## src/rtl/pfd_lock_pkg.sv

```systemverilog
package pfd_lock_pkg;
  function automatic int unsigned cnt_w(input int unsigned max_val);
    return (max_val < 2) ? 1 : $clog2(max_val + 1);
  endfunction
endpackage

```

## src/rtl/pfd_core.sv

```systemverilog
module pfd_core
  import pfd_lock_pkg::*;
#(
  parameter int unsigned OVL_CYC = 1,
  parameter int unsigned ERR_SAT = 5,
  localparam int unsigned OW = cnt_w(OVL_CYC),
  localparam int unsigned EW = cnt_w(ERR_SAT)
) (
  input  logic          clk_i,
  input  logic          rst_ni,
  input  logic          ps_ni,
  input  logic          ref_stb_i,
  input  logic          fb_stb_i,
  output logic          up_o,
  output logic          dn_o,
  output logic          done_o,
  output logic [EW-1:0] err_o
);
  logic          up_q, dn_q, resync_q, seen_r_q, seen_f_q;
  logic [OW-1:0] ovl_q;
  logic [EW-1:0] err_q;
  logic          busy, set_up, set_dn;

  assign busy   = up_q & dn_q;
  assign set_up = ref_stb_i & ~busy & ~resync_q & ps_ni;
  assign set_dn = fb_stb_i & ~busy & ~resync_q & ps_ni;
  assign done_o = (set_up | set_dn) & (up_q | set_up) & (dn_q | set_dn);

  always_comb begin
    if (!(up_q | dn_q))                 err_o = '0;
    else if (err_q >= EW'(ERR_SAT - 1)) err_o = EW'(ERR_SAT);
    else                                err_o = err_q + 1'b1;
  end

  always_ff @(posedge clk_i or negedge rst_ni) begin
    if (!rst_ni) begin
      up_q <= 1'b0; dn_q <= 1'b0; ovl_q <= '0; err_q <= '0;
      resync_q <= 1'b1; seen_r_q <= 1'b0; seen_f_q <= 1'b0;
    end else if (!ps_ni) begin
      up_q <= 1'b0; dn_q <= 1'b0; ovl_q <= '0; err_q <= '0;
      resync_q <= 1'b1; seen_r_q <= 1'b0; seen_f_q <= 1'b0;
    end else if (resync_q) begin
      // discard first pair: phase relation unknown
      if ((seen_r_q | ref_stb_i) && (seen_f_q | fb_stb_i)) begin
        resync_q <= 1'b0; seen_r_q <= 1'b0; seen_f_q <= 1'b0;
      end else begin
        seen_r_q <= seen_r_q | ref_stb_i;
        seen_f_q <= seen_f_q | fb_stb_i;
      end
    end else if (busy) begin
      if (ovl_q == OW'(OVL_CYC - 1)) begin
        up_q <= 1'b0; dn_q <= 1'b0; ovl_q <= '0;
      end else begin
        ovl_q <= ovl_q + 1'b1;
      end
    end else begin
      up_q <= up_q | set_up;
      dn_q <= dn_q | set_dn;
      if (!(up_q | dn_q))               err_q <= '0;
      else if (err_q < EW'(ERR_SAT))    err_q <= err_q + 1'b1;
    end
  end

  assign up_o = up_q;
  assign dn_o = dn_q;

  a_r2_overlap_ends: assert property (@(posedge clk_i) disable iff (!rst_ni)
    (up_q && dn_q && ps_ni && ovl_q == OW'(OVL_CYC - 1)) |=> (!up_q && !dn_q));
  a_r9_resync_idle: assert property (@(posedge clk_i) disable iff (!rst_ni)
    resync_q |-> (!up_q && !dn_q));
  a_r5_err_bounded: assert property (@(posedge clk_i) disable iff (!rst_ni)
    done_o |-> (err_o <= EW'(ERR_SAT)));
  a_r1_up_from_ref: assert property (@(posedge clk_i) disable iff (!rst_ni)
    (!up_q && !dn_q && ps_ni && !resync_q && ref_stb_i) |=> up_q);
endmodule

```

## src/rtl/lock_det.sv

```systemverilog
module lock_det
  import pfd_lock_pkg::*;
#(
  parameter int unsigned ERR_SAT   = 5,
  parameter int unsigned UNLOCK_TH = 2,
  parameter int unsigned LOCK_TH   = 4,
  parameter int unsigned LOCK_CNT  = 3,
  localparam int unsigned EW = cnt_w(ERR_SAT),
  localparam int unsigned SW = cnt_w(LOCK_CNT)
) (
  input  logic          clk_i,
  input  logic          rst_ni,
  input  logic          ps_ni,
  input  logic          done_i,
  input  logic [EW-1:0] err_i,
  output logic          lock_o
);
  logic [SW-1:0] streak_q, streak_n;
  logic          lock_q;

  always_comb begin
    if (err_i > EW'(LOCK_TH))                streak_n = '0;
    else if (streak_q >= SW'(LOCK_CNT))      streak_n = streak_q;
    else                                     streak_n = streak_q + 1'b1;
  end

  always_ff @(posedge clk_i or negedge rst_ni) begin
    if (!rst_ni) begin
      streak_q <= '0; lock_q <= 1'b0;
    end else if (!ps_ni) begin
      streak_q <= '0; lock_q <= 1'b0;
    end else if (done_i) begin
      streak_q <= streak_n;
      if (err_i >= EW'(UNLOCK_TH))           lock_q <= 1'b0;
      else if (streak_n >= SW'(LOCK_CNT))    lock_q <= 1'b1;
    end
  end

  assign lock_o = lock_q;

  a_r6_big_err_unlocks: assert property (@(posedge clk_i) disable iff (!rst_ni)
    (done_i && ps_ni && err_i >= EW'(UNLOCK_TH)) |=> !lock_q);
  a_r7_lock_changes_on_cmp: assert property (@(posedge clk_i) disable iff (!rst_ni)
    !$stable(lock_q) |-> ($past(done_i) || !$past(ps_ni)));
endmodule

```

## src/rtl/pfd_lock_top.sv

```systemverilog
module pfd_lock_top
  import pfd_lock_pkg::*;
#(
  parameter int unsigned OVL_CYC   = 1,
  parameter int unsigned ERR_SAT   = 5,
  parameter int unsigned UNLOCK_TH = 2,
  parameter int unsigned LOCK_TH   = 4,
  parameter int unsigned LOCK_CNT  = 3
) (
  input  logic clk_i,
  input  logic rst_ni,
  input  logic ref_stb_i,
  input  logic fb_stb_i,
  input  logic pol_i,
  input  logic mon_sel_i,
  input  logic hold_ni,
  input  logic ps_ni,
  input  logic cs_i,
  output logic ref_pulse_o,
  output logic fb_pulse_o,
  output logic cp_en_o,
  output logic cp_src_o,
  output logic lock_o,
  output logic mon_o,
  output logic cs_o
);
  localparam int unsigned EW = cnt_w(ERR_SAT);

  logic          up, dn, done, lock_q;
  logic [EW-1:0] err;

  pfd_core #(.OVL_CYC(OVL_CYC), .ERR_SAT(ERR_SAT)) u_core (
    .clk_i, .rst_ni, .ps_ni, .ref_stb_i, .fb_stb_i,
    .up_o(up), .dn_o(dn), .done_o(done), .err_o(err)
  );

  lock_det #(.ERR_SAT(ERR_SAT), .UNLOCK_TH(UNLOCK_TH), .LOCK_TH(LOCK_TH),
             .LOCK_CNT(LOCK_CNT)) u_lock (
    .clk_i, .rst_ni, .ps_ni, .done_i(done), .err_i(err), .lock_o(lock_q)
  );

  assign ref_pulse_o = pol_i ? up : dn;
  assign fb_pulse_o  = pol_i ? dn : up;
  assign cp_en_o     = hold_ni & (up ^ dn);
  assign cp_src_o    = pol_i ? up : dn;
  assign lock_o      = ~ps_ni | lock_q;
  assign mon_o       = mon_sel_i ? (pol_i ? ref_stb_i : fb_stb_i) : lock_o;
  assign cs_o        = cs_i;

  a_r4_pump_single_side: assert property (@(posedge clk_i) disable iff (!rst_ni)
    cp_en_o |-> (ref_pulse_o ^ fb_pulse_o));
  a_r8_ps_idle: assert property (@(posedge clk_i) disable iff (!rst_ni)
    (!ps_ni && !$past(ps_ni)) |-> (!ref_pulse_o && !fb_pulse_o && !cp_en_o));
endmodule

```

## config.mk

```make
export PLATFORM = sky130hd
export DESIGN_NAME = pfd_lock_top
export DESIGN_NICKNAME = d
export VERILOG_FILES = /design/src/rtl/pfd_lock_pkg.sv /design/src/rtl/pfd_core.sv /design/src/rtl/lock_det.sv /design/src/rtl/pfd_lock_top.sv
export SDC_FILE = /design/constraint.sdc
export NUM_CORES = 1
export LEC_CHECK = 0
export CORE_AREA = 2 2 46 48
export DETAILED_ROUTE_END_ITERATION = 6
export DIE_AREA = 0 0 48 50
export HOLD_SLACK_MARGIN = 0.03
export PLACE_DENSITY = 0.61
export SYNTH_ARGS = -nofsm -noshare
export SYNTH_HDL_FRONTEND = slang
export SYNTH_HIERARCHICAL = 1
export SYNTH_SLANG_ARGS = --single-unit
```

## constraint.sdc

```tcl
create_clock -name clk_i -period 2.11 [get_ports clk_i]
set_input_delay 0.422 -clock clk_i [delete_from_list [all_inputs] [get_ports clk_i]]
set_output_delay 0.422 -clock clk_i [all_outputs]
set_load 0.1 [all_outputs]
```

# Word level (Yosys, flattened, before mapping)
# Cells that the tools add are included.
dict set report totals {
  register_bits 12
  inputBits 9
  output_inout_bits 7
  elab_cells 91
}
dict set report op_classes {
  n_addsub 3
  order_cmp 6
  eq_ne 8
  n_mux 39
  bitwise 21
  n_reduce_logical 5
}
# op count
set op_table {}
lappend op_table {{2-to-1 mux 1 bit} 28}
lappend op_table {{2-to-1 mux 3 bit} 7}
lappend op_table {{bitwise AND 1 bit} 10}
lappend op_table {{2-to-1 mux 2 bit} 4}
lappend op_table {{OR 1 bit} 7}
lappend op_table {{!= test 2 x 1 -> 1 bit (second input constant)} 3}
lappend op_table {{!= test 3 bit (second input constant)} 2}
lappend op_table {{AND reduction 2 bit} 3}
lappend op_table {{greater-or-equal comparator 2 bit (second input constant)} 2}
lappend op_table {{!= test 2 bit (second input constant)} 2}
lappend op_table {{adder 3 x 1 -> 3 bit (second input constant)} 1}
lappend op_table {{greater-or-equal comparator 3 x 2 -> 1 bit (second input constant)} 1}
lappend op_table {{greater-or-equal comparator 3 bit (second input constant)} 1}
lappend op_table {{> comparator 3 bit (second input constant)} 1}
lappend op_table {{less-than comparator 3 bit (second input constant)} 1}
lappend op_table {{!= test 3 x 1 -> 1 bit (second input constant)} 1}
lappend op_table {{inverter 1 bit} 3}
lappend op_table {{AND reduction 3 bit} 1}
lappend op_table {{adder 2 x 1 -> 2 bit (second input constant)} 1}
lappend op_table {{adder 1 bit (second input constant)} 1}
lappend op_table {{logical AND 1 bit} 1}
lappend op_table {{XOR 1 bit} 1}

# Depth between registers and ports, before layout
# Gate-level depths: netlist of the first run.
dict set report depth {
  ltp_word 10
  mapped_depth 5
  depth_no_buf 5
}

# Cells and area by module
# The synthesis of the first run kept the hierarchy.
# module instances cells_per_inst area_per_inst_um2 seq_area_each_um2
set modules_own_cells {}
lappend modules_own_cells {pfd_core 1 53 474.2 201.4}
lappend modules_own_cells {lock_det 1 14 146.4 75.1}
lappend modules_own_cells {pfd_lock_top 1 9 85.1 0.0}

# Worst setup path after synthesis of the first run
# Ideal clock, no wire load.
dict set report synth_path {
  kind {register to output}
  start {register u_lock.lock_q (netlist: u_lock/lock_o)}
  end {output port mon_o}
  t_arrival_ns 1.663
  setup_slack_ns 0.025
  path_stages_with_launch 3
  path_buffers 0
  path_cell_list {dfrtp_1 > nand2b_1 > mux2_4}
}
dict set report synth_between {
  elab_chain_len 2
}
# element line_no
set synth_rtl {}
lappend synth_rtl {{start: declaration} lock_det.sv:19} ;# logic lock_q;
lappend synth_rtl {{start signal: assignment} lock_det.sv:29} ;# streak_q <= '0; lock_q <= 1'b0;
lappend synth_rtl {{start signal: assignment} lock_det.sv:31} ;# streak_q <= '0; lock_q <= 1'b0;
lappend synth_rtl {{start signal: assignment} lock_det.sv:34} ;# if (err_i >= EW'(UNLOCK_TH)) lock_q <= 1'b0;
lappend synth_rtl {{OR 1 bit} pfd_lock_top.sv:46} ;# assign lock_o = ~ps_ni | lock_q;
lappend synth_rtl {{via lock_o} pfd_lock_top.sv:23} ;# output logic lock_o,
lappend synth_rtl {{2-to-1 mux 1 bit} pfd_lock_top.sv:47} ;# assign mon_o = mon_sel_i ? (pol_i ? ref_stb_i : fb_stb_i) : lock_o;
lappend synth_rtl {{end: declaration} pfd_lock_top.sv:24} ;# output logic mon_o,
# The timed path passes the listed nets, and every way through them passes these cells.

# Worst setup path in the final report of the first run
dict set report layout_path {
  start {input port fb_stb_i}
  end {output port mon_o}
}
dict set report layout_between {
  elab_chain_len 2
}
# element line_no
set layout_rtl {}
lappend layout_rtl {{start: declaration} pfd_lock_top.sv:13} ;# input logic fb_stb_i,
lappend layout_rtl {{2-to-1 mux 1 bit (2 in a row)} pfd_lock_top.sv:47}
# Every way passes these cells.

==> results of run 1 <==
through the flow:
step | power (uW) | hold slack [ns]
final | 573.0 | 0.4865
after global routing | 607.3 | 0.5250
after CTS | 582.1 | 0.5014
after detailed placement | 432.5 | 0.5430
after global placement | 430.8 | 0.5333
after floorplan | 364.0 | 0.1264
worst max-delay path by stage:
stage                              startpoint     to  slack [ns]  cells after the start
floorplan           u_lock/lock_o$_DFFE_PN0P_  mon_o        0.03                      2
global placement                        pol_i  mon_o       -0.02                      4
detailed placement                      pol_i  mon_o       -0.02                      4
CTS                                  fb_stb_i  mon_o        0.10                      4
global route                         fb_stb_i  mon_o        0.07                      4
finish                               fb_stb_i  mon_o         0.1                      4
per-layer routing:
metal	share of wire, %	wire length [um]	track usage (%)
met5	0	0	0
met4	0.88	13	4.505
met3	6.8	100	5.861
met2	45	664	23.33
met1	47	698	21.32
worst reg2reg max path, stage by stage, from the launching register on:
cell      delay [ns]
dfrtp_1         0.49
nand2_2         0.15
o21ai_0         0.09
nor4b_1         0.29
buf_4           0.19
a21oi_1         0.07
a211oi_1        0.23
sequential cells by signal, indices dropped and copies added, names as in the netlist:
| name | flops |
|---|---|
| u_core/err_q | 3 |
| u_core/resync_q | 1 |
| u_core/up_o | 1 |
| u_lock/streak_q | 2 |
| u_lock/lock_o | 1 |
| u_core/seen_f_q | 1 |
| u_core/seen_r_q | 1 |
| u_core/dn_o | 1 |
cell type report:
type	count	area, um^2	area share [%]
clock buffers	3	22.52	2.284
clock inverters	1	5.005	0.5076
inverters	5	18.77	1.904
multi-input cells	57	387.9	39.34
flip-flops and latches	11	276.5	28.05
well taps	27	33.78	3.426
repair buffers	20	241.5	24.49
cell usage after synthesis (2+ instances only):
cell type   n  share of area [%]
mux2_2      2                3.2
o21a_1      2                2.1
a21oi_1     9                6.4
dfrtp_1    10                 35
nand2_1     4                2.1
o21ai_0     5                3.5
inv_1       5                2.7
nor3_1      2                1.4
nor2_1      7                3.7
nor3b_1     3                3.2
buf_4       2                2.1
nand2b_1    2                1.8
ha_1        2                3.5
power groups by stage:
stage	logic, uW	registers, uW	clock network (uW)
floorplan	128	236	0
global placement	189	242	0
detailed placement	190	243	0
CTS	192	238	152
global route	204	241	162
finish	190	238	144
repair_timing:
action | CTS | global route
buffers inserted | 0 | 0
setup endpoints to repair | 1 | 0
resized for setup | 2 | 0
cells by family (layout without fill, tap and decap cells):
logic type / Yosys count / in the layout
AO/OA/AOI/OAI: 26 / 26
multiplexers: 4 / 4
flip-flops: 11 / 11
AND/OR/NAND/NOR: 24 / 24
XOR/XNOR: 1 / 1
buffers and inverters: 8 / 29
adder cells (fa/ha/maj): 2 / 2
==> run summary, run 1 <==
most used flip-flop cell after synthesis - dfrtp_1
cts bufs inserted - 3
total placed instance area - 955.9 um^2
Syn Inst Count - 76
number of nets in the finished design - 109
number of library cell types mapped by synthesis - 34
final critical-path share of the clock period - 95.28%
sequence of cells on the critical path - clkdlybuf4s50_1, mux2_4, mux2_4, buf_12
worst min-delay path category - input pin to async pin
DP Wirelength - 1138 um
worst slack after detailed placement - -0.01647 ns
count of vias placed by the detailed router - 620
global-route total usage across every layer - 15.83%
Horiz. Die Dim - 48 um
worst slew margin relative to its limit - 65.91%
Internal Pwr Total - 371.5 uW
Post-synth EDFFs - 0
part of the total power dissipated in the clock network - 25.1%
final non-filler cell total - 124
starting utilization of the core area - 37.11%
utilization after layout - 51.84%
arrival time at the worst endpoint - 1.59 ns
summed negative setup slack over all endpoints - 0 ns
type of destination of the critical path - output port
total of fill cells in the finished design - 175
proportion of power drawn by combinational gates - 33.2%
synthesized cell area - 705.7 um^2
synthesized-area fraction occupied by ao, oa, aoi and oai cells - 24.65%
Total Die Area - 2400 um^2
commonest non-fill, non-tap cell in the layout - dfrtp_1
detailed-route DRC error count - 0
wire length of the first global-routing pass - 2704 um
Non-Filler Cell Area, Final - 985.9 um^2
crit path max fanout - 2
floorplan core area - 1902 um^2
Critical Path Slowest Stage Cell - clkdlybuf4s50_1
data required time at the worst endpoint - 1.69 ns
CTS sink count - 11
number of global-route vias before repair - 620
worst path bufs/invs - 2
worst setup skew after layout - 0.001832 ns
I/O pin cnt - 16
Final min period - 2.010 ns
antenna fix cells - 0
crit-path leading delay family - buffers and inverters
TritonCTS clock tree - built
final-report setup violation count - 0
synthesized-area fraction occupied by adder cells - 3.546%
Die Y-Extent - 50 um
fin. max-slew vios - 0
Port Buf Inserts - 13
Clk Latency, worst-skew pair - 0.27 ns
post-route antenna net violation count - 0
clock transition at the registers of the reported paths - 0.07 ns
post-synthesis area per instance - 9.285 um^2
Placed Instances - 120
level count of the clock H-tree - 1
portion of total power attributed to sequential cells - 41.6%
P_leak - 0.0004280 uW
synthesis-to-layout area growth - 39.72%
RSZ-0062 raised after global routing - false
drt first-iter violations - 16
pin count of the biggest net entering global routing - 12
startpoint type of the worst setup path - input pin
clock root buffer - clkbuf_4
net load switching power - 201.6 uW
post-synthesis share of cell area spent on and, or, nand and nor gates - 18.09%
antenna violations before repair - 0
global-route congestion overflow total - 0
Max Clk Rate - 497.4 MHz
commonest non-fill, non-tap cells in the layout - dfrtp_1 (10), a21oi_1 (9), buf_4 (7), nor2_1 (7)
Initial DRT Pass Iterations - 4
Via-to-Cell Ratio - 5.000
share of flip-flops with an asynchronous set or reset - 100.0%
setup slack of the critical path after layout - 0.09952 ns
share of cells above drive strength 1 - 26.80%
post-detailed-route wirelength per cell - 11.90 um
worst reg-to-reg path cell count - 6
most used cell along the critical path - mux2_4
routability-driven placement congestion ratio - 0.8175
deepest clock path buffer count - 2
number of cell rows - 16
source of the worst register-to-register timing path - u_core/up_o$_DFFE_PN0P_
hold buffer count at cts - 0
class of the most critical setup path - input pin to output port
flop and latch count out of synthesis - 11
Maximum Capacitance Violations - 0
fraction of power spent switching nets - 35.17%
Crit path largest cell delay - 0.43 ns
power density cells - 581.2 nW/um^2
share of synthesized area occupied by flip-flops and latches - 39.18%
register-to-register setup slack - 0.51 ns
number of warning messages in the yosys log - 6
share of cell area taken by muxes after synthesis - 6.915%
worst ir drop on vdd - 0.5203 mV
share of the synthesized netlist area taken by xor and xnor gates - 1.241%
post-synth net total - 87
actual slew at the worst max-slew pin - 0.5098 ns
total wire length - 1476 um
Reg-to-Reg End - u_lock/streak_q[1]$_DFFE_PN0P_
final-report hold violation count - 0
outcome - finished clean
main combinational cell family by area after synthesis - compound AO/OA/AOI/OAI gates
Power figures use the tool's default switching activity.
==> inputs of run 2 (changes only) <==
--- a/config.mk
+++ b/config.mk
@@ -11,4 +11,6 @@
 export HOLD_SLACK_MARGIN = 0.03
 export PLACE_DENSITY = 0.61
+export REMOVE_ABC_BUFFERS = 1
+export SLEW_MARGIN = 20
 export SYNTH_ARGS = -nofsm -noshare
 export SYNTH_HDL_FRONTEND = slang
==> constraint.sdc (replaced) <==
create_clock -name clk_i -period 2.11 [get_ports clk_i]
set_input_delay 0.422 -clock clk_i [delete_from_list [all_inputs] [get_ports clk_i]]
set_output_delay 0.422 -clock clk_i [all_outputs]
set_load 0.01 [all_outputs]
==> run 2 against run 1 <==
Effect of this change:
- flip-flop and latch count unchanged
- combinational power shrank 45%
- clock skew rose by 0.0020 ns
- first-iteration DRC count decreased by 38%
- wire length is 6.2% higher
- hold slack better by 0.0089 ns
- global-route usage shrank 0.28 points
==> run summary, run 2 (synthesis gave the netlist of run 1 again) <==
Non-Filler Cell Area, Final - 917.1 um^2 (-7.0%)
post-route antenna net violation count - 0 (unchanged)
biggest regs - u_core/err_q: 3 flops, u_lock/streak_q: 2 flops
post-detailed-route wirelength per cell - 12.75 um (+7.1%)
level count of the clock H-tree - 1 (unchanged)
arrival time at the worst endpoint - 1.64 ns (+0.05 ns)
Horiz. Die Dim - 48 um (unchanged)
floorplan core area - 1902 um^2 (unchanged)
proportion of power drawn by combinational gates - 21.2% (-12 points)
Crit path largest cell delay - 0.52 ns (+0.09 ns)
power density cells - 535.7 nW/um^2 (-7.8%)
area of the multi-input gates - 387.9 um^2 (unchanged)
wire length of the first global-routing pass - 2656 um (-1.8%)
worst min-delay path category - input pin to async pin
worst ir drop on vdd - 0.4039 mV (-22%)
number of nets in the finished design - 108 (-0.92%)
antenna fix cells - 0 (unchanged)
P_leak - 0.0004001 uW (-6.5%)
Setup crit start - ps_ni
part of the total power dissipated in the clock network - 30.1% (+5.0 points)
total of fill cells in the finished design - 196 (+12%)
clock root buffer - clkbuf_4
startpoint type of the worst setup path - input pin
DP Wirelength - 1178 um (+3.5%)
global-route congestion overflow total - 0 (unchanged)
most used cell along the critical path - clkdlybuf4s50_1
Total Die Area - 2400 um^2 (unchanged)
Die Y-Extent - 50 um (unchanged)
commonest non-fill, non-tap cell in the layout - a21oi_1
fin. max-slew vios - 0 (unchanged)
Initial DRT Pass Iterations - 4 (unchanged)
worst slew margin relative to its limit - 64.45% (-1.5 points)
Storage cell area - 279.0 um^2 (+0.91%)
Port Buf Inserts - 13 (unchanged)
type of destination of the critical path - output port
register-to-register setup slack - 0.54 ns (+0.03 ns)
sequence of cells on the critical path - clkdlybuf4s50_1, nand2b_1, buf_4, clkdlybuf4s50_1
TritonCTS clock tree - built
Max Clk Rate - 483.9 MHz (-2.7%)
count of vias placed by the detailed router - 614 (-0.97%)
total wire length - 1568 um (+6.2%)
Via-to-Cell Ratio - 4.992 (-0.16%)
crit path max fanout - 2 (unchanged)
actual slew at the worst max-slew pin - 0.5316 ns (+0.02182 ns)
Maximum Capacitance Violations - 0 (unchanged)
Critical Path Slowest Stage Cell - clkdlybuf4s50_1
number of flip-flops under the largest register name - 3 (unchanged)
crit-path leading delay family - buffers and inverters
worst setup skew after layout - 0.003788 ns (+0.001956 ns)
class of the most critical setup path - input pin to output port
detailed-route DRC error count - 0 (unchanged)
number of setup buffers added after CTS - 0 (unchanged)
pin count of the biggest net entering global routing - 13 (+1)
final critical-path share of the clock period - 97.95% (+2.7 points)
deepest clock path buffer count - 2 (unchanged)
Internal Pwr Total - 351.6 uW (-5.4%)
register bank with the most flops - u_core/err_q
portion of total power attributed to sequential cells - 48.7% (+7.1 points)
global-route total usage across every layer - 15.55% (-0.28 points)
number of cell rows - 16 (unchanged)
Final min period - 2.067 ns (+0.05626 ns)
synthesis-to-layout area growth - 29.96%
worst path bufs/invs - 3 (+1)
commonest non-fill, non-tap cells in the layout - a21oi_1 (9), clkdlybuf4s50_1 (8), dfrtp_1 (8)
drt first-iter violations - 10 (-6)
routability-driven placement congestion ratio - 0.7634 (-6.6%)
clock transition at the registers of the reported paths - 0.07 ns (about the same)
net load switching power - 139.7 uW (-31%)
antenna violations before repair - 0 (unchanged)
Fin Hold WS - 0.4954 ns (+0.008873 ns)
final-report hold violation count - 0 (unchanged)
data required time at the worst endpoint - 1.69 ns (about the same)
source of the worst register-to-register timing path - u_core/err_q[0]$_DFFE_PN0P_
Pwr Total - 491.3 uW (-14%)
utilization after layout - 48.22% (-3.6 points)
fraction of power spent switching nets - 28.44% (-6.7 points)
cts bufs inserted - 3 (unchanged)
total placed instance area - 888.4 um^2 (-7.1%)
RSZ-0062 raised after global routing - false
starting utilization of the core area - 37.11% (unchanged)
final-report setup violation count - 0 (unchanged)
CTS sink count - 11 (unchanged)
outcome - finished clean
Clk Latency, worst-skew pair - 0.27 ns (about the same)
hold buffer count at cts - 0 (unchanged)
number of global-route vias before repair - 583 (-6.0%)
I/O pin cnt - 16 (unchanged)
share of cells above drive strength 1 - 21.88% (-4.9 points)
run 2: cell types whose count changed in the layout (fill, tap and decap cells not counted):
cell	before	now
clkdlybuf4s15_2	0	1
clkbuf_1	0	1
dlygate4sd2_1	1	4
dfrtp_2	0	2
buf_4	7	6
buf_12	6	0
clkinv_2	1	0
clkdlybuf4s50_1	6	8
dfrtp_1	10	8
run 2: layer usage:
metal | share of wire (%) | wire (um) | track usage [%]
met1 | 50 | 778 | 23.36
met2 | 45 | 713 | 20.67
met3 | 2.9 | 46 | 2.564
met4 | 1.9 | 30 | 8.108
met5 | 0 | 0 | 0
run 2: area by class of cell:
class / count / area share, %
clock buffer: 4 / 2.865
inverter: 5 / 2.046
multi-input combinational: 57 / 42.29
sequential: 11 / 30.42
tap: 27 / 3.683
timing repair buffer: 19 / 18.69
run 2: worst paths after layout:
check / end / cells after the start
max: lock_o / 4
min reg2reg: u_core/seen_r_q$_DFFE_PN0P_ / 2
max in group asynchronous: u_core/dn_o$_DFFE_PN0P_ / 1
max reg2reg: u_lock/streak_q[0]$_DFFE_PN0P_ / 5
min in group clk_i: u_core/seen_r_q$_DFFE_PN0P_ / 2
min: u_core/seen_f_q$_DFFE_PN0P_ / 1
run 2: through the flow:
stage | setup WS, ns | cells | TNS, ns
CTS | 0.04370 | 123 | 0
floorplan | 0.3348 | 73 | 0
global placement | -0.2645 | 119 | -0.6799
global route | 0.02019 | 123 | 0
finish | 0.04326 | 123 | 0
detailed placement | -0.2851 | 119 | -0.7422
run 2: what timing repair did:
action / 4_1_cts / 5_1_grt
pin swaps: 0 / 0
gates resized for setup: 8 / 2
endpoints found under the setup margin: 4 / 1
endpoints found under the hold margin: 0 / 0
run 2: power groups by stage:
| stage | Combinational, uW | Sequential, uW | Clock [uW] |
|---|---|---|---|
| floorplan | 51.1 | 239 | 0 |
| global placement | 106 | 242 | 0 |
| detailed placement | 107 | 243 | 0 |
| CTS | 105 | 239 | 154 |
| global route | 116 | 242 | 163 |
| finish | 104 | 239 | 148 |
